## src/rtl/irq_vec_pkg.sv

```systemverilog
// Package: shared register selectors and write strobes for the interrupt
// controller. Assumes a 32-byte register window of eight word registers.
package irq_vec_pkg;

    typedef enum logic [2:0] {
        SEL_STAT  = 3'd0,
        SEL_PEND  = 3'd1,
        SEL_ENAB  = 3'd2,
        SEL_ACK   = 3'd3,
        SEL_SETEN = 3'd4,
        SEL_CLREN = 3'd5,
        SEL_VEC   = 3'd6,
        SEL_MSTR  = 3'd7
    } reg_sel_e;

    typedef struct packed {
        logic stat;
        logic ack;
        logic enab;
        logic seten;
        logic clren;
        logic mstr;
    } wr_strobe_t;

    localparam int WIN_BITS = 5;

endpackage

```

## src/rtl/irq_detect.sv

```systemverilog
// Module: per-source detection. A source whose EDGE_MASK bit is set passes
// through SYNC_STAGES flops and gives a one-cycle pulse on a rising edge.
// Other sources are passed through as levels; they are assumed synchronous.
module irq_detect #(
    parameter int               NUM_IN      = 8,
    parameter logic [NUM_IN-1:0] EDGE_MASK  = '0,
    parameter int               SYNC_STAGES = 2
) (
    input  logic              clk,
    input  logic              rst_n,
    input  logic [NUM_IN-1:0] src_i,
    output logic [NUM_IN-1:0] det_o
);

    for (genvar i = 0; i < NUM_IN; i++) begin : g_src
        if (EDGE_MASK[i]) begin : g_edge
            logic [SYNC_STAGES-1:0] sync_q;
            logic                   prev_q;

            // Shift the source through the synchronizer and keep the last value.
            always_ff @(posedge clk) begin
                if (!rst_n) begin
                    sync_q <= '0;
                    prev_q <= 1'b0;
                end else begin
                    sync_q <= {sync_q[SYNC_STAGES-2:0], src_i[i]};
                    prev_q <= sync_q[SYNC_STAGES-1];
                end
            end

            // Report a rising edge of the synchronized source.
            always_comb det_o[i] = sync_q[SYNC_STAGES-1] & ~prev_q;
        end else begin : g_level
            // Pass the level through.
            always_comb det_o[i] = src_i[i];
        end
    end

endmodule

```

## src/rtl/irq_regfile.sv

```systemverilog
// Module: register file. Decodes the bus, holds status, enable and master
// control, and forms pending and the vector. Assumes BASE_ADDR is aligned to
// 32 bytes and NUM_IN <= DATA_W.
module irq_regfile
    import irq_vec_pkg::*;
#(
    parameter int                DATA_W    = 32,
    parameter int                ADDR_W    = 32,
    parameter int                NUM_IN    = 8,
    parameter logic [ADDR_W-1:0] BASE_ADDR = '0
) (
    input  logic              clk,
    input  logic              rst_n,
    input  logic              bus_sel,
    input  logic              bus_wr,
    input  logic [ADDR_W-1:0] bus_addr,
    input  logic [DATA_W-1:0] bus_wdata,
    output logic [DATA_W-1:0] bus_rdata,
    input  logic [NUM_IN-1:0] det_i,
    output logic [NUM_IN-1:0] pend_o,
    output logic              me_o
);

    localparam int VEC_NONE_W = DATA_W;

    logic [NUM_IN-1:0] status_q, status_d;
    logic [NUM_IN-1:0] enable_q, enable_d;
    logic              me_q, hie_q;
    logic              hit;
    reg_sel_e          rsel;
    wr_strobe_t        ws;
    logic [NUM_IN-1:0] wd;
    logic [DATA_W-1:0] vector;

    // Decode the window hit and the register selected.
    always_comb begin
        hit  = bus_sel
            && (bus_addr[ADDR_W-1:WIN_BITS] == BASE_ADDR[ADDR_W-1:WIN_BITS])
            && (bus_addr[1:0] == 2'b00);
        rsel = reg_sel_e'(bus_addr[WIN_BITS-1:2]);
        wd   = bus_wdata[NUM_IN-1:0];
    end

    // Form one write strobe per writable register.
    always_comb begin
        ws       = '0;
        ws.stat  = hit && bus_wr && (rsel == SEL_STAT);
        ws.ack   = hit && bus_wr && (rsel == SEL_ACK);
        ws.enab  = hit && bus_wr && (rsel == SEL_ENAB);
        ws.seten = hit && bus_wr && (rsel == SEL_SETEN);
        ws.clren = hit && bus_wr && (rsel == SEL_CLREN);
        ws.mstr  = hit && bus_wr && (rsel == SEL_MSTR);
    end

    // Next status: inject, acknowledge, then hardware detection wins.
    always_comb begin
        status_d = status_q;
        if (ws.stat && !hie_q) status_d = status_d | wd;
        if (ws.ack)            status_d = status_d & ~wd;
        status_d = status_d | det_i;
    end

    // Next enable: direct load or write-one set/clear aliases.
    always_comb begin
        enable_d = enable_q;
        if (ws.enab)  enable_d = wd;
        if (ws.seten) enable_d = enable_q | wd;
        if (ws.clren) enable_d = enable_q & ~wd;
    end

    // Hold status, enable and master control.
    always_ff @(posedge clk) begin
        if (!rst_n) begin
            status_q <= '0;
            enable_q <= '0;
            me_q     <= 1'b0;
            hie_q    <= 1'b0;
        end else begin
            status_q <= status_d;
            enable_q <= enable_d;
            if (ws.mstr) begin
                me_q  <= bus_wdata[0];
                hie_q <= hie_q | bus_wdata[1];
            end
        end
    end

    // Pending sources and master gate.
    always_comb begin
        pend_o = status_q & enable_q;
        me_o   = me_q;
    end

    // Lowest-numbered pending source, all ones when none.
    always_comb begin
        vector = {VEC_NONE_W{1'b1}};
        for (int i = NUM_IN - 1; i >= 0; i--) begin
            if (pend_o[i]) vector = DATA_W'(i);
        end
    end

    // Read multiplexer; unused bits and write-only aliases read 0.
    always_comb begin
        bus_rdata = '0;
        if (hit && !bus_wr) begin
            case (rsel)
                SEL_STAT: bus_rdata[NUM_IN-1:0] = status_q;
                SEL_PEND: bus_rdata[NUM_IN-1:0] = pend_o;
                SEL_ENAB: bus_rdata[NUM_IN-1:0] = enable_q;
                SEL_VEC:  bus_rdata = vector;
                SEL_MSTR: bus_rdata[1:0] = {hie_q, me_q};
                default:  bus_rdata = '0;
            endcase
        end
    end

    // acknowledged bits are clear next cycle unless re-detected.
    assert_ack_clears_R4: assert property (@(posedge clk) disable iff (!rst_n)
        (ws.ack && ((wd & det_i) == '0)) |=> ((status_q & $past(wd)) == '0));

    // set-enable alias leaves the written ones set.
    assert_seten_sets_R5: assert property (@(posedge clk) disable iff (!rst_n)
        ws.seten |=> ((enable_q & $past(wd)) == $past(wd)));

    // clear-enable alias leaves the written ones clear.
    assert_clren_clears_R5: assert property (@(posedge clk) disable iff (!rst_n)
        ws.clren |=> ((enable_q & $past(wd)) == '0));

    // the hardware-interrupt arm bit is sticky.
    assert_hie_sticky_R10: assert property (@(posedge clk) disable iff (!rst_n)
        hie_q |=> hie_q);

    // a valid vector always names an existing pending source.
    assert_vec_range_R7: assert property (@(posedge clk) disable iff (!rst_n)
        (vector != {VEC_NONE_W{1'b1}}) |-> ((vector < DATA_W'(NUM_IN)) && pend_o[vector[$clog2(NUM_IN+1)-1:0]]));

endmodule

```

## src/rtl/irq_req_gen.sv

```systemverilog
// Module: request generator. Forms the processor request from pending and the
// master gate, as a registered level or a registered one-cycle pulse.
module irq_req_gen #(
    parameter int NUM_IN    = 8,
    parameter bit PULSE_OUT = 1'b0
) (
    input  logic              clk,
    input  logic              rst_n,
    input  logic [NUM_IN-1:0] pend_i,
    input  logic              me_i,
    output logic              irq_o
);

    logic active;

    // A request exists when something is pending and the master gate is on.
    always_comb active = (|pend_i) && me_i;

    if (PULSE_OUT) begin : g_pulse
        logic active_q;

        // Emit one cycle on the rising edge of the request.
        always_ff @(posedge clk) begin
            if (!rst_n) begin
                active_q <= 1'b0;
                irq_o    <= 1'b0;
            end else begin
                active_q <= active;
                irq_o    <= active && !active_q;
            end
        end

        // a pulse never lasts two cycles.
        assert_pulse_single_R9: assert property (@(posedge clk) disable iff (!rst_n)
            irq_o |=> !irq_o);
    end else begin : g_level
        // Register the request as a level.
        always_ff @(posedge clk) begin
            if (!rst_n) irq_o <= 1'b0;
            else        irq_o <= active;
        end
    end

endmodule

```

## src/rtl/irq_vec_ctrl.sv

```systemverilog
// Module: top of the vectored interrupt controller. Connects detection, the
// register file and the request generator. Assumes NUM_IN <= DATA_W.
module irq_vec_ctrl #(
    parameter int                DATA_W    = 32,
    parameter int                ADDR_W    = 32,
    parameter int                NUM_IN    = 8,
    parameter logic [ADDR_W-1:0] BASE_ADDR = '0,
    parameter logic [NUM_IN-1:0] EDGE_MASK = '0,
    parameter bit                PULSE_OUT = 1'b0
) (
    input  logic              clk,
    input  logic              rst_n,
    input  logic              bus_sel,
    input  logic              bus_wr,
    input  logic [ADDR_W-1:0] bus_addr,
    input  logic [DATA_W-1:0] bus_wdata,
    output logic [DATA_W-1:0] bus_rdata,
    input  logic [NUM_IN-1:0] irq_src,
    output logic              irq_req
);

    localparam int SYNC_STAGES = 2;

    logic [NUM_IN-1:0] det;
    logic [NUM_IN-1:0] pend;
    logic              me;

    irq_detect #(
        .NUM_IN(NUM_IN), .EDGE_MASK(EDGE_MASK), .SYNC_STAGES(SYNC_STAGES)
    ) u_detect (
        .clk(clk), .rst_n(rst_n), .src_i(irq_src), .det_o(det)
    );

    irq_regfile #(
        .DATA_W(DATA_W), .ADDR_W(ADDR_W), .NUM_IN(NUM_IN), .BASE_ADDR(BASE_ADDR)
    ) u_regs (
        .clk(clk), .rst_n(rst_n), .bus_sel(bus_sel), .bus_wr(bus_wr),
        .bus_addr(bus_addr), .bus_wdata(bus_wdata), .bus_rdata(bus_rdata),
        .det_i(det), .pend_o(pend), .me_o(me)
    );

    irq_req_gen #(
        .NUM_IN(NUM_IN), .PULSE_OUT(PULSE_OUT)
    ) u_gen (
        .clk(clk), .rst_n(rst_n), .pend_i(pend), .me_i(me), .irq_o(irq_req)
    );

    // a request is raised only if the master gate was on the edge before.
    assert_irq_needs_me_R8: assert property (@(posedge clk) disable iff (!rst_n)
        irq_req |-> $past(me));

endmodule

```

## config.mk

```make
export PLATFORM = sky130hd
export DESIGN_NAME = irq_vec_ctrl
export DESIGN_NICKNAME = d
export VERILOG_FILES = /design/src/rtl/irq_vec_pkg.sv /design/src/rtl/irq_detect.sv /design/src/rtl/irq_regfile.sv /design/src/rtl/irq_req_gen.sv /design/src/rtl/irq_vec_ctrl.sv
export SDC_FILE = /design/constraint.sdc
export NUM_CORES = 1
export LEC_CHECK = 0
export BUFFER_PORTS_ARGS = -buffer_cell sky130_fd_sc_hd__buf_2
export CAP_MARGIN = 40
export CORE_ASPECT_RATIO = 1.4
export CORE_MARGIN = 2
export CORE_UTILIZATION = 42
export DETAILED_ROUTE_END_ITERATION = 8
export GPL_TIMING_DRIVEN = 0
export HOLD_SLACK_MARGIN = 0.15
export PLACE_DENSITY = 0.8
export SLEW_MARGIN = 20
export SYNTH_ARGS = -nofsm -noshare
export SYNTH_HDL_FRONTEND = slang
export SYNTH_SLANG_ARGS = --single-unit
```

## constraint.sdc

```tcl
create_clock -name clk -period 2.24 [get_ports clk]
set_input_delay 0 -clock clk [delete_from_list [all_inputs] [get_ports clk]]
set_output_delay 0 -clock clk [all_outputs]
set_load 0.05 [all_outputs]
```

# Word-level counts from Yosys, hierarchy flattened
# Index checks and enable logic that the tools add are counted.
[classes]
bitwise = 8
mux = 17
n_reduce_logical = 19
eq_ne = 7
[ops]
columns = ["operator", "count"]
rows = [
  ["32-bit 2-to-1 mux", 9],
  ["8-bit 2-to-1 mux", 5],
  ["27-bit logical NOT", 1],
  ["8-bit AND", 3],
  ["24-bit 2-to-1 mux", 1],
  ["8-bit bitwise OR", 3],
  ["6-bit one-hot mux with 4 select lines", 1],
  ["3-bit equality test, second input constant", 4],
  ["1-bit logical AND", 12],
  ["2-bit one-hot mux with 5 select lines", 1],
  ["8-bit NOT", 1],
  ["8-bit OR reduction", 1],
  ["3-bit by 2-bit equality test with 1-bit output, second input constant", 2],
  ["3-bit by 1-bit equality test with 1-bit output, second input constant", 1],
  ["3-bit logical NOT", 1],
  ["3-bit nonzero test", 1],
  ["1-bit logical NOT", 2],
  ["2-bit logical NOT", 1],
  ["1-bit bitwise OR", 1],
]
[word_totals]
in_bits = 76
ff_bits = 19
elab_cells = 56

# Longest topological paths before layout
# Gate-level depths: netlist (run 1).
[depth]
ltp_word = 11
depth_mapped = 7

# Cells and area by module
# From an unflattened synthesis (run 1), not the netlist that was laid out.
[unflattened]
cells_unflattened = 232
hier_area_um2 = 1687.9
[by_module_without_submodules]
columns = ["mod", "cells_per_inst", "seq_area_each_um2", "area_each_um2", "n_inst"]
rows = [
  ["irq_regfile", 219, 360.3, 1586.5, 1],
  ["irq_detect", 8, 0.0, 60.1, 1],
  ["irq_req_gen", 5, 20.0, 41.3, 1],
]

# Least setup slack after synthesis (run 1)
# Ideal clock, no wire load.
[synth_timing]
path_kind = "register to output"
from = "reg u_regs.status_q[3]"
to = "out bus_rdata[10]"
t_arrival_ns = 2.110
setup_slack_ns = 0.130
required_time_ns = 2.240
stages_incl_launch_ff = 6
path_cell_list = "dfxtp_1 a22oi_1 nand3_1 nor2_1 and2_1 buf_4"
[synth_between]
elab_chain_len = 7
[synth_rtl]
columns = ["element", "line_no", "source"]
rows = [
  ["from (decl)", "irq_regfile.sv:26", "logic [NUM_IN-1:0] status_q, status_d;"],
  ["from (signal assigned)", "irq_regfile.sv:79", "status_q <= status_d;"],
  ["8-bit AND", "irq_regfile.sv:90", "pend_o = status_q & enable_q;"],
  ["32-bit 2-to-1 mux (4 in series)", "irq_regfile.sv:98", "if (pend_o[i]) vector = DATA_W'(i);"],
  ["24-bit 2-to-1 mux", "irq_regfile.sv:106", "case (rsel)"],
  ["32-bit 2-to-1 mux", "irq_regfile.sv:105", "if (hit && !bus_wr) begin"],
  ["to (decl)", "irq_vec_ctrl.sv:17", "output logic [DATA_W-1:0] bus_rdata,"],
]
# No other way between the ends.

# Worst setup path in the final report (run 1)
[layout_timing]
from = "in bus_addr[12]"
to = "reg u_regs.status_q[4]"
[layout_between]
elab_chain_len = 10
elab_cells_between_ends = 11
[layout_rtl]
columns = ["element", "line_no", "source"]
rows = [
  ["from (decl)", "irq_vec_ctrl.sv:15", "input logic [ADDR_W-1:0] bus_addr,"],
  ["27-bit logical NOT (*)", "irq_regfile.sv:38", "&& (bus_addr[ADDR_W-1:WIN_BITS] == BASE_ADDR[ADDR_W-1:WIN_BITS])"],
  ["1-bit logical AND (*)", "irq_regfile.sv:38", ""],
  ["1-bit logical AND (*)", "irq_regfile.sv:39", "&& (bus_addr[1:0] == 2'b00);"],
  ["1-bit logical AND (*)", "irq_regfile.sv:47, irq_regfile.sv:48", ""],
  ["1-bit logical AND", "irq_regfile.sv:47", "ws.stat = hit && bus_wr && (rsel == SEL_STAT);"],
  ["1-bit logical AND", "irq_regfile.sv:58", "if (ws.stat && !hie_q) status_d = status_d | wd;"],
  ["8-bit 2-to-1 mux", "irq_regfile.sv:58", ""],
  ["8-bit AND", "irq_regfile.sv:59", "if (ws.ack) status_d = status_d & ~wd;"],
  ["8-bit 2-to-1 mux (*)", "irq_regfile.sv:59", ""],
  ["8-bit bitwise OR (*)", "irq_regfile.sv:60", "status_d = status_d | det_i;"],
]
# Every way passes the cells marked *; elsewhere a longest branch is shown, timed or not.
# A chain may end at the register's enable or synchronous reset.

==> impl_metrics.py, run 1 <==
metrics = {
    "die": {
        "die_area_sq_um": 4422,
        "core_area_sq_um": 3709,
        "die_h_um": 77.89,
        "top_level_ports": 109,
        "floorplan.initialDensity_pct": 44.16,
        "die-width_um": 56.78,
        "rows": 26,
    },
    "critical_path": {
        "start_kind": "input pin",
        "timing_worst_setup_path_type": "input pin to flip-flop",
        "cp_data_arrival_time_ns": 2.30,
        "worst_setup_path_end_kind": "flip-flop",
        "critical_path_required_time_ns": 2.40,
        "worstPathMaxFanout": 9,
    },
    "yosys": {
        "ys_seq_elements": 19,
        "synth_seq_area_share_pct": 23.22,
        "mappedNetlistArea_sq_um": 1638,
        "synthCells": 210,
        "syn-num-nets": 286,
        "async_flop_share_pct": 0,
        "ys_warn_count": 0,
        "yosysUniqueCellTypes": 40,
        "synth-edff-count": 0,
        "yosys_most_used_dff": "sky130_fd_sc_hd__dfxtp_1",
        "avgSynthCellArea_sq_um": 7.799,
    },
    "timing": {
        "worstMarginPinSlew_ns": 0.5471,
        "report.final.setup_viol": 0,
        "timing.fmax_ghz": 0.4669,
        "hold_viol_final": 0,
        "finalCriticalPeriod_ns": 2.142,
        "rsz0062_at_grt": "false",
        "finalClockSkew_ns": 0.006278,
        "slew_viol_final": 0,
        "fin_tns_setup_ns": 0,
        "min_period_over_period_pct": 95.62,
        "max_slew_margin_pct": 63.39,
    },
    "routing": {
        "drt-met1-wl_um": 1983,
        "routed_wl_um": 5205,
        "met2_wirelength_um": 2549,
        "dr.max_layer_used": "met4",
        "via_per_inst": 5.465,
        "antenna_left": 0,
        "drtIter0Drc": 151,
        "routed_wire_length_per_instance_um": 14.07,
        "detailedRoute.firstPassIterationCount": 4,
        "drc": 0,
        "routed_met3_length_um": 461,
        "vias": 2022,
    },
    "final_layout": {
        "register_area_sq_um": 380.4,
        "multiInputGateArea_sq_um": 957.2,
        "layout.cell_area.non_filler_sq_um": 2472,
        "area_growth_syn_to_layout_pct": 50.95,
        "final_nets": 405,
        "layout-drive-gt1-share_pct": 39.33,
        "num_antenna_cells": 0,
        "fillers": 335,
    },
    "clock_tree": {
        "clockBufferDepth": 2,
        "cts_htree_levels": 1,
        "clock_sinks": 19,
        "cts-root-buf": "sky130_fd_sc_hd__clkbuf_8",
        "cts_tree": "yes",
        "clk_latency_ns": 0.27,
        "clk_pin_slew_worst_paths_ns": 0.08,
        "cts_buffers": 3,
    },
    "run_status": {
        "run_status": "complete, no violations",
    },
    "min_path": {
        "worstHoldPathType": "input pin to flip-flop",
    },
    "power_and_ir_drop": {
        "ir_drop_mv": 0.3882,
        "power_per_cell_area_nw_per_um2": 324.0,
        "leakage_uw": 0.001181,
    },
    "global_routing": {
        "first_global_vias": 1920,
        "wire_length_of_the_first_global_routing_pass_um": 8652,
        "grt_antenna_before_repair": 0,
        "track_usage_pct": 24.01,
        "grt_start_max_net_pins": 25,
        "grt_overflow": 0,
    },
    "placement": {
        "hpwl_um": 3482,
        "gp_congestion": 0.8905,
        "placed_area_sq_um": 2106,
        "number_of_buffers_inserted_by_port_buffering": 82,
    },
    "flow_run": {
        "drv.max_cap_violation_count": 0,
    },
}
[cell usage in the layout (no fill, tap or decap), types with 2 or more instances in the layout]
cell | netlist | layout
sky130_fd_sc_hd__a21oi_1 | 20 | 20
sky130_fd_sc_hd__and3_1 | 4 | 4
sky130_fd_sc_hd__a311o_2 | 5 | 5
sky130_fd_sc_hd__or4_1 | 2 | 2
sky130_fd_sc_hd__buf_2 | 0 | 83
sky130_fd_sc_hd__o21a_1 | 7 | 7
sky130_fd_sc_hd__nor4_1 | 5 | 5
sky130_fd_sc_hd__nor3_1 | 2 | 2
sky130_fd_sc_hd__nor2_1 | 6 | 5
sky130_fd_sc_hd__nor2b_1 | 12 | 12
sky130_fd_sc_hd__nand3_1 | 5 | 5
sky130_fd_sc_hd__nand2_1 | 22 | 22
sky130_fd_sc_hd__nand2b_1 | 2 | 2
sky130_fd_sc_hd__nor4b_2 | 2 | 2
sky130_fd_sc_hd__a311o_1 | 3 | 3
sky130_fd_sc_hd__clkbuf_1 | 4 | 4
sky130_fd_sc_hd__a21boi_0 | 6 | 6
sky130_fd_sc_hd__inv_1 | 10 | 10
sky130_fd_sc_hd__o21ai_0 | 16 | 16
sky130_fd_sc_hd__dlygate4sd3_1 | 1 | 32
sky130_fd_sc_hd__a21boi_1 | 2 | 2
sky130_fd_sc_hd__buf_4 | 25 | 25
sky130_fd_sc_hd__clkbuf_8 | 0 | 3
sky130_fd_sc_hd__o311a_1 | 8 | 8
sky130_fd_sc_hd__a22oi_1 | 5 | 4
sky130_fd_sc_hd__dfxtp_1 | 19 | 19
[report_power, final]
part | switching [uW] | internal [uW]
clock network | 125 | 124
logic | 80.3 | 109
registers | 14.0 | 348
[worst max-delay path, stage by stage]
cell and delay [ns]:
sky130_fd_sc_hd__buf_2 0.10, sky130_fd_sc_hd__or4_4 0.56, sky130_fd_sc_hd__nor4b_2 0.22, sky130_fd_sc_hd__and3_1 0.20, sky130_fd_sc_hd__buf_6 0.16, sky130_fd_sc_hd__nand3_4 0.16
sky130_fd_sc_hd__o311a_1 0.34, sky130_fd_sc_hd__dlygate4sd3_1 0.56
[flip-flops by register name, indices dropped and copies added (netlist names)]
| register | cells |
|---|---|
| u_regs.enable_q | 8 |
| u_regs.status_q | 8 |
| u_gen.irq_o | 1 |
| u_regs.hie_q | 1 |
| u_regs.me_o | 1 |
[area by class of cell]
cell class                      instances  area share (%)
Inverter                               10           1.518
Clock buffer                            3           1.670
Timing Repair Buffer                  114           29.35
Multi-Input combinational cell        147           38.71
Tap cell                               42           2.126
Sequential cell                        19           15.38
Clock inverter                          1          0.2024
Buffer                                 34           11.03
[cell usage after synthesis, types with 2 or more instances]
library cell / number / area [sq um]
sky130_fd_sc_hd__buf_4: 25 / 187.7
sky130_fd_sc_hd__nand3_1: 5 / 25.02
sky130_fd_sc_hd__and3_1: 4 / 25.02
sky130_fd_sc_hd__nand2_1: 22 / 82.58
sky130_fd_sc_hd__o311a_1: 8 / 80.08
sky130_fd_sc_hd__a311o_2: 5 / 56.30
sky130_fd_sc_hd__inv_1: 10 / 37.54
sky130_fd_sc_hd__clkbuf_1: 4 / 15.01
sky130_fd_sc_hd__a21oi_1: 20 / 100.1
sky130_fd_sc_hd__nor4_1: 5 / 31.28
sky130_fd_sc_hd__a21boi_1: 2 / 15.01
sky130_fd_sc_hd__nor2b_1: 12 / 75.07
sky130_fd_sc_hd__o21a_1: 7 / 52.55
sky130_fd_sc_hd__or4_1: 2 / 15.01
sky130_fd_sc_hd__nor3_1: 2 / 10.01
sky130_fd_sc_hd__nor2_1: 6 / 22.52
sky130_fd_sc_hd__a21boi_0: 6 / 45.04
sky130_fd_sc_hd__dfxtp_1: 19 / 380.4
sky130_fd_sc_hd__and2_1: 2 / 12.51
sky130_fd_sc_hd__o21ai_0: 16 / 80.08
sky130_fd_sc_hd__a311o_1: 3 / 30.03
sky130_fd_sc_hd__a22oi_1: 5 / 37.54
sky130_fd_sc_hd__nand2b_1: 2 / 12.51
sky130_fd_sc_hd__nor4b_2: 2 / 30.03
[metal layers]
layer,global-route usage [%],vias to the layer above
li1,-,989
met1,29.41,901
met2,40.81,111
met3,2.667,21
met4,12.09,0
met5,0,-
[kinds of logic (layout without fill, tap and decap cells)]
logic type	count (synthesis)	after routing	synth area share, %
flip-flops	19	19	23.22
AND/OR/NAND/NOR	69	69	24.29
AO/OA/AOI/OAI	77	77	32.93
buffers and inverters	44	162	18.95
multiplexers	1	1	0.6112
[path summary, 6_finish.rpt]
kind | start | endpoint | slack (ns) | depth (start not counted)
worst min-delay path | bus_wr | u_regs.me_o$_SDFFE_PN0P_ | 0.16 | 4
worst max register to register | u_regs.hie_q$_SDFFE_PN0P_ | u_regs.status_q[4]$_SDFF_PN0_ | 0.32 | 5
worst min register to register | u_regs.me_o$_SDFFE_PN0P_ | u_gen.irq_o$_SDFF_PN0_ | 0.50 | 2
worst max-delay path | bus_addr[12] | u_regs.status_q[4]$_SDFF_PN0_ | 0.1 | 8
[what timing repair did]
action,CTS,global route
buffers inserted,0,0
cloned,0,0
endpoints found under the hold margin,18,0
endpoints found under the setup margin,24,24
gates resized for setup,2,2
hold buffers,31,0
[stage by stage]
step	hold slack [ns]	cells	total power, uW	util (%)	setup slack, ns
detailed placement	0.2719	335	517.4	56.78	-0.1689
finish	0.1561	370	801.2	66.67	0.09807
global route	0.1971	370	831.2	66.67	0.005255
floorplan	0.1392	210	443.6	-	0.1298
CTS	0.1527	370	791.8	66.46	0.05454
global placement	0.2657	334	513.2	56.65	-0.09177
Power figures use the tool's default switching activity.
==> inputs of run 2 (changes only) <==
REMOVE_ABC_BUFFERS = 1   (was default)
==> run 2 against run 1 <==
Non-clock buffer count fell by 46. Sequential power is essentially flat. Critical endpoint is now bus_rdata[20]. Hold slack worse by 0.0062 ns. Critical path type is now flip-flop to output port. Power decreased by 3.6%. Utilization down 11 points. Combinational power decreased by 14%.
==> impl_metrics.py, run 2 (synthesis results as in run 1) <==
metrics = {
    "routing": {
        "via_per_inst": 5.577,
        "drtIter0Drc": 65,
        "drc": 0,
        "vias": 1807,
        "routed_wire_length_per_instance_um": 14.35,
        "antenna_left": 0,
        "routed_wl_um": 4648,
        "detailedRoute.firstPassIterationCount": 4,
    },
    "timing": {
        "worstMarginPinSlew_ns": 0.6266,
        "report.final.setup_viol": 0,
        "finalCriticalPeriod_ns": 1.919,
        "timing.fmax_ghz": 0.5212,
        "max_slew_margin_pct": 57.91,
        "finalClockSkew_ns": 0.004531,
        "min_period_over_period_pct": 85.66,
        "slew_viol_final": 0,
        "rsz0062_at_grt": "false",
        "hold_viol_final": 0,
        "hold_slack_ns": 0.1499,
    },
    "critical_path": {
        "worst_r2r_startpoint": "u_regs.hie_q$_SDFFE_PN0P_",
        "worstPathMaxFanout": 24,
        "critical_path_required_time_ns": 2.24,
        "ff2ff_setup_slack_ns": 0.67,
        "cp_data_arrival_time_ns": 1.92,
        "timing_worst_setup_path_type": "flip-flop to output port",
        "start_kind": "flip-flop",
        "worst_setup_path_end_kind": "output port",
        "worst_r2r_endpoint": "u_regs.status_q[2]$_SDFF_PN0_",
        "crit_start": "u_regs.status_q[1]$_SDFF_PN0_",
        "worst-r2r-cell-count": 4,
        "timing.critical_path.to": "bus_rdata[20]",
    },
    "global_routing": {
        "busiest_layer": "met2",
        "grt_start_max_net_pins": 25,
        "first_global_vias": 1772,
        "wire_length_of_the_first_global_routing_pass_um": 7797,
        "grtUsageMet3_pct": 2.500,
        "grt_antenna_before_repair": 0,
        "gr-usage-met2_pct": 39.53,
        "grt_overflow": 0,
        "track_usage_pct": 21.83,
        "met1_usage_pct": 24.31,
    },
    "placement": {
        "gp_congestion": 0.8774,
        "number_of_buffers_inserted_by_port_buffering": 84,
        "hpwl_um": 3317,
    },
    "clock_tree": {
        "clock_sinks": 19,
        "cts_tree": "yes",
        "post_cts.repair.setup_buffers": 0,
        "cts_buffers": 3,
        "cts-root-buf": "sky130_fd_sc_hd__clkbuf_8",
        "clockBufferDepth": 2,
        "clk_latency_ns": 0.27,
        "cts_htree_levels": 1,
        "clk_pin_slew_worst_paths_ns": 0.07,
    },
    "final_layout": {
        "final_util_pct": 55.70,
        "mostFrequentLayoutCell": "sky130_fd_sc_hd__buf_2",
        "mostFrequentLayoutCells": "sky130_fd_sc_hd__buf_2 (85), sky130_fd_sc_hd__nand2_1 (22), sky130_fd_sc_hd__a21oi_1 (20), sky130_fd_sc_hd__dfxtp_1 (19), sky130_fd_sc_hd__dlygate4sd3_1 (17)",
        "final_nets": 359,
        "layout-drive-gt1-share_pct": 35.82,
        "biggestRegsByFlops": "u_regs.enable_q (8), u_regs.status_q (8)",
        "area_growth_syn_to_layout_pct": 26.13,
        "num_antenna_cells": 0,
    },
    "die": {
        "rows": 26,
        "die_area_sq_um": 4422,
        "core_area_sq_um": 3709,
        "die_h_um": 77.89,
        "top_level_ports": 109,
        "floorplan.initialDensity_pct": 44.16,
        "die-width_um": 56.78,
    },
    "power_and_ir_drop": {
        "leakage_uw": 0.0009231,
        "power_per_cell_area_nw_per_um2": 374.0,
        "ir_drop_mv": 0.3004,
    },
    "run_status": {
        "run_status": "complete, no violations",
    },
    "min_path": {
        "worstHoldPathType": "input pin to flip-flop",
    },
    "flow_run": {
        "drv.max_cap_violation_count": 0,
    },
}
==> run 2: cell count changes in the layout (fill, tap and decap cells not counted), sizes merged <==
cell,change
buf,-24
bufbuf,-1
clkbuf,-4
clkdlybuf4s50,-1
clkinv,-1
dlygate4sd3,-15
==> run 2: worst min path at each step <==
| stage | startpoint | endpoint | cells after the start |
|---|---|---|---|
| detailed placement | irq_src[4] | u_regs.status_q[4]$_SDFF_PN0_ | 2 |
| global route | bus_wr | u_regs.me_o$_SDFFE_PN0P_ | 4 |
| CTS | bus_wr | u_regs.me_o$_SDFFE_PN0P_ | 4 |
| floorplan | rst_n | u_regs.hie_q$_SDFFE_PN0P_ | 1 |
| global placement | irq_src[4] | u_regs.status_q[4]$_SDFF_PN0_ | 2 |
| finish | bus_wr | u_regs.me_o$_SDFFE_PN0P_ | 4 |
==> run 2: critical path: stages, from the launching register on <==
cell	delay, ns
sky130_fd_sc_hd__dfxtp_1	0.35
sky130_fd_sc_hd__a22oi_1	0.25
sky130_fd_sc_hd__nand3_1	0.17
sky130_fd_sc_hd__nor2_2	0.29
sky130_fd_sc_hd__and2_4	0.29
sky130_fd_sc_hd__buf_2	0.29
==> run 2: metrics by stage <==
| stage | cell area, sq um | total power (uW) | TNS (ns) | instances | setup WS [ns] |
|---|---|---|---|---|---|
| 3_5_place_dp | 1843 | 505.6 | -4.569 | 303 | -0.1932 |
| 6_report | 2066 | 772.6 | 0 | 324 | 0.3212 |
| 3_3_place_gp | 1838 | 499.6 | -2.922 | 302 | -0.1224 |
| 4_1_cts | 2062 | 770.1 | 0 | 324 | 0.09351 |
| 2_1_floorplan | 1365 | 422.7 | -160.97 | 176 | -6.707 |
| 5_1_grt | 2066 | 804.1 | 0 | 324 | 0.1131 |
==> run 2: timing repair <==
action	4_1_cts	5_1_grt
gates cloned	0	0
hold buffers	17	0
endpoints found under the hold margin	18	0
resized for setup	2	2
setup endpoints to repair	24	24
==> run 2: metal layers <==
layer  share of wire, %  wire length (um)  vias to the layer above
li1                   -                 -                      897
met1                 40              1872                      818
met2                 50              2336                       79
met3                6.3               291                       13
met4                3.2               148                        0
met5                  0                 0                        -
==> run 2: final cells by class <==
type	count	area, sq um
Timing Repair Buffer	102	595.6
Clock buffer	4	45.04
Sequential cell	19	380.4
Tap cell	42	52.55
Multi-Input combinational cell	147	954.7
Inverter	10	37.54
Fill cell	381	1643
==> run 2: power breakdown <==
part | internal, uW | switching, uW
logic | 87.9 | 74.9
clock network | 127 | 122
registers | 348 | 12.6
==> inputs of run 3 (changes only) <==
==> constraint.sdc (replaced) <==
create_clock -name clk -period 2.24 [get_ports clk]
set_input_delay 0 -clock clk [delete_from_list [all_inputs] [get_ports clk]]
set_output_delay 0 -clock clk [all_outputs]
set_load 0.005 [all_outputs]
==> run 3 against run 2 <==
Register-to-register slack barely moved. Combinational power barely moved. Die area unchanged. First-iteration DRC count decreased by 18%. Clock-buffer cell count stayed put. Cell count unchanged. Global-route usage stayed put. Power is essentially flat. Routed wire length grew 0.49%. Sequential power about the same. Via count rose by 0.89%. Largest power group unchanged.
==> impl_metrics.py, run 3 (synthesis results as in run 1) <==
metrics = {
    "placement": {
        "dpl_worst_slack_ns": -0.04000,
        "number_of_buffers_inserted_by_port_buffering": 84,
        "hpwl_um": 3317,
        "placed_cell_count": 303,
        "gp_congestion": 0.8774,
    },
    "routing": {
        "detailedRoute.firstPassIterationCount": 5,
        "drc": 0,
        "antenna_left": 0,
        "routed_wire_length_per_instance_um": 14.42,
        "vias": 1823,
        "drtIter0Drc": 53,
        "via_per_inst": 5.627,
        "routed_wl_um": 4671,
    },
    "clock_tree": {
        "clk_latency_ns": 0.27,
        "cts_buffers": 3,
        "clk_pin_slew_worst_paths_ns": 0.07,
        "cts-root-buf": "sky130_fd_sc_hd__clkbuf_8",
        "clock_sinks": 19,
        "post_cts.repair.setup_buffers": 0,
        "clockBufferDepth": 2,
        "cts_htree_levels": 1,
        "cts_tree": "yes",
    },
    "final_layout": {
        "final_instance_count_excl_fillers": 324,
        "fillers": 378,
        "area_growth_syn_to_layout_pct": 25.90,
        "layout-drive-gt1-share_pct": 35.46,
        "final_nets": 359,
        "mostFrequentLayoutCells": "sky130_fd_sc_hd__buf_2 (85), sky130_fd_sc_hd__nand2_1 (22), sky130_fd_sc_hd__a21oi_1 (20), sky130_fd_sc_hd__dfxtp_1 (19), sky130_fd_sc_hd__dlygate4sd3_1 (17)",
        "mostFrequentLayoutCell": "sky130_fd_sc_hd__buf_2",
        "biggestRegsByFlops": "u_regs.enable_q (8), u_regs.status_q (8)",
        "num_antenna_cells": 0,
    },
    "critical_path": {
        "worst_path_max_delay_cell": "sky130_fd_sc_hd__nor2_1",
        "worst_setup_path_end_kind": "output port",
        "critical_path_required_time_ns": 2.24,
        "worst-r2r-cell-count": 4,
        "ff2ff_setup_slack_ns": 0.67,
        "worstPathMaxFanout": 24,
        "worst_r2r_startpoint": "u_regs.hie_q$_SDFFE_PN0P_",
        "critPathBufInv": 1,
        "cp_slowest_stage_delay_ns": 0.39,
        "critical_path_cell_sequence": "a22oi_1 -> nand3_1 -> nor2_1 -> and2_2 -> buf_2",
        "worst_r2r_endpoint": "u_regs.status_q[2]$_SDFF_PN0_",
        "cp_data_arrival_time_ns": 2.00,
        "start_kind": "flip-flop",
        "timing_worst_setup_path_type": "flip-flop to output port",
        "crit_start": "u_regs.status_q[1]$_SDFF_PN0_",
        "timing.critical_path.to": "bus_rdata[20]",
        "cp_num_cells": 5,
        "crit_path_max_delay_family": "simple AND/OR/NAND/NOR gates",
    },
    "die": {
        "top_level_ports": 109,
        "core_area_sq_um": 3709,
        "die_area_sq_um": 4422,
        "floorplan.initialDensity_pct": 44.16,
        "die_h_um": 77.89,
        "rows": 26,
        "die-width_um": 56.78,
    },
    "min_path": {
        "worstHoldPathType": "input pin to flip-flop",
        "hold_start": "bus_wr",
    },
    "timing": {
        "slew_viol_final": 0,
        "fin_tns_setup_ns": 0,
        "min_period_over_period_pct": 89.07,
        "worstMarginPinSlew_ns": 0.6417,
        "hold_slack_ns": 0.1505,
        "rsz0062_at_grt": "false",
        "finalCriticalPeriod_ns": 1.995,
        "timing.fmax_ghz": 0.5012,
        "finalClockSkew_ns": 0.004018,
        "finalWorstSetupSlack_ns": 0.2449,
        "max_slew_margin_pct": 57.13,
        "report.final.setup_viol": 0,
        "hold_viol_final": 0,
    },
    "global_routing": {
        "grt_overflow": 0,
        "grt_start_max_net_pins": 25,
        "grt_antenna_before_repair": 0,
        "wire_length_of_the_first_global_routing_pass_um": 7797,
        "first_global_vias": 1772,
        "track_usage_pct": 21.83,
    },
    "run_status": {
        "run_status": "complete, no violations",
    },
    "power_and_ir_drop": {
        "ir_drop_mv": 0.3014,
        "power_per_cell_area_nw_per_um2": 374.9,
        "leakage_uw": 0.0009229,
    },
    "flow_run": {
        "drv.max_cap_violation_count": 0,
    },
}
## run 3: cell counts in the layout (fill, tap and decap cells not counted)
Identical to the previous run, type by type.
## run 3: final cells by class
| type | instances | area [sq um] | share of cell area (%) |
|---|---|---|---|
| Multi-Input combinational cell | 147 | 950.9 | 46.12 |
| Timing Repair Buffer | 102 | 595.6 | 28.88 |
| Sequential cell | 19 | 380.4 | 18.45 |
| Tap cell | 42 | 52.55 | 2.549 |
| Clock buffer | 4 | 45.04 | 2.184 |
| Inverter | 10 | 37.54 | 1.820 |
## run 3: repair_timing
action                                 in CTS  in global routing
endpoints found under the hold margin      18                  0
pin swaps                                   0                  0
hold buffers                               17                  0
gates resized for setup                     1                  1
setup endpoints to repair                  24                 24
## run 3: worst min path at each step
stage	end	cells after the start	slack, ns
after CTS	u_regs.me_o$_SDFFE_PN0P_	4	0.16
after global placement	u_regs.status_q[4]$_SDFF_PN0_	2	0.27
after floorplan	u_regs.hie_q$_SDFFE_PN0P_	1	0.12
after global routing	u_regs.me_o$_SDFFE_PN0P_	4	0.17
final	u_regs.me_o$_SDFFE_PN0P_	4	0.15
after detailed placement	u_regs.status_q[4]$_SDFF_PN0_	2	0.27
## run 3: worst register-to-register path: cells and delay by family (launching register included)
kind / cells / cell delay [ns]
DFF: 1 / 0.33
and+or+nand+nor: 1 / 0.54
buffers and inverters: 1 / 0.28
AOI/OAI and AO/OA: 2 / 0.36
## run 3: power breakdown
part	switching (uW)	internal [uW]	leakage (uW)
clock	122	127	0.0000228
combinational	75.6	87.8	0.000744
sequential	12.6	348	0.000156
total	210	563	0.000923
## run 3: per-layer routing
| layer | part of all wire (%) | GRT usage [%] |
|---|---|---|
| met1 | 40 | 24.31 |
| met2 | 50 | 39.53 |
| met3 | 6.1 | 2.500 |
| met4 | 3.4 | 11.63 |
| met5 | 0 | 0 |
## run 3: stage by stage
step	power, uW	utilization (%)	area (sq um)
global placement	499.6	49.56	1838
floorplan	422.7	-	1365
CTS	770.1	55.57	2061
global route	803.7	55.60	2062
detailed placement	505.6	49.70	1843
finish	773.1	55.60	2062
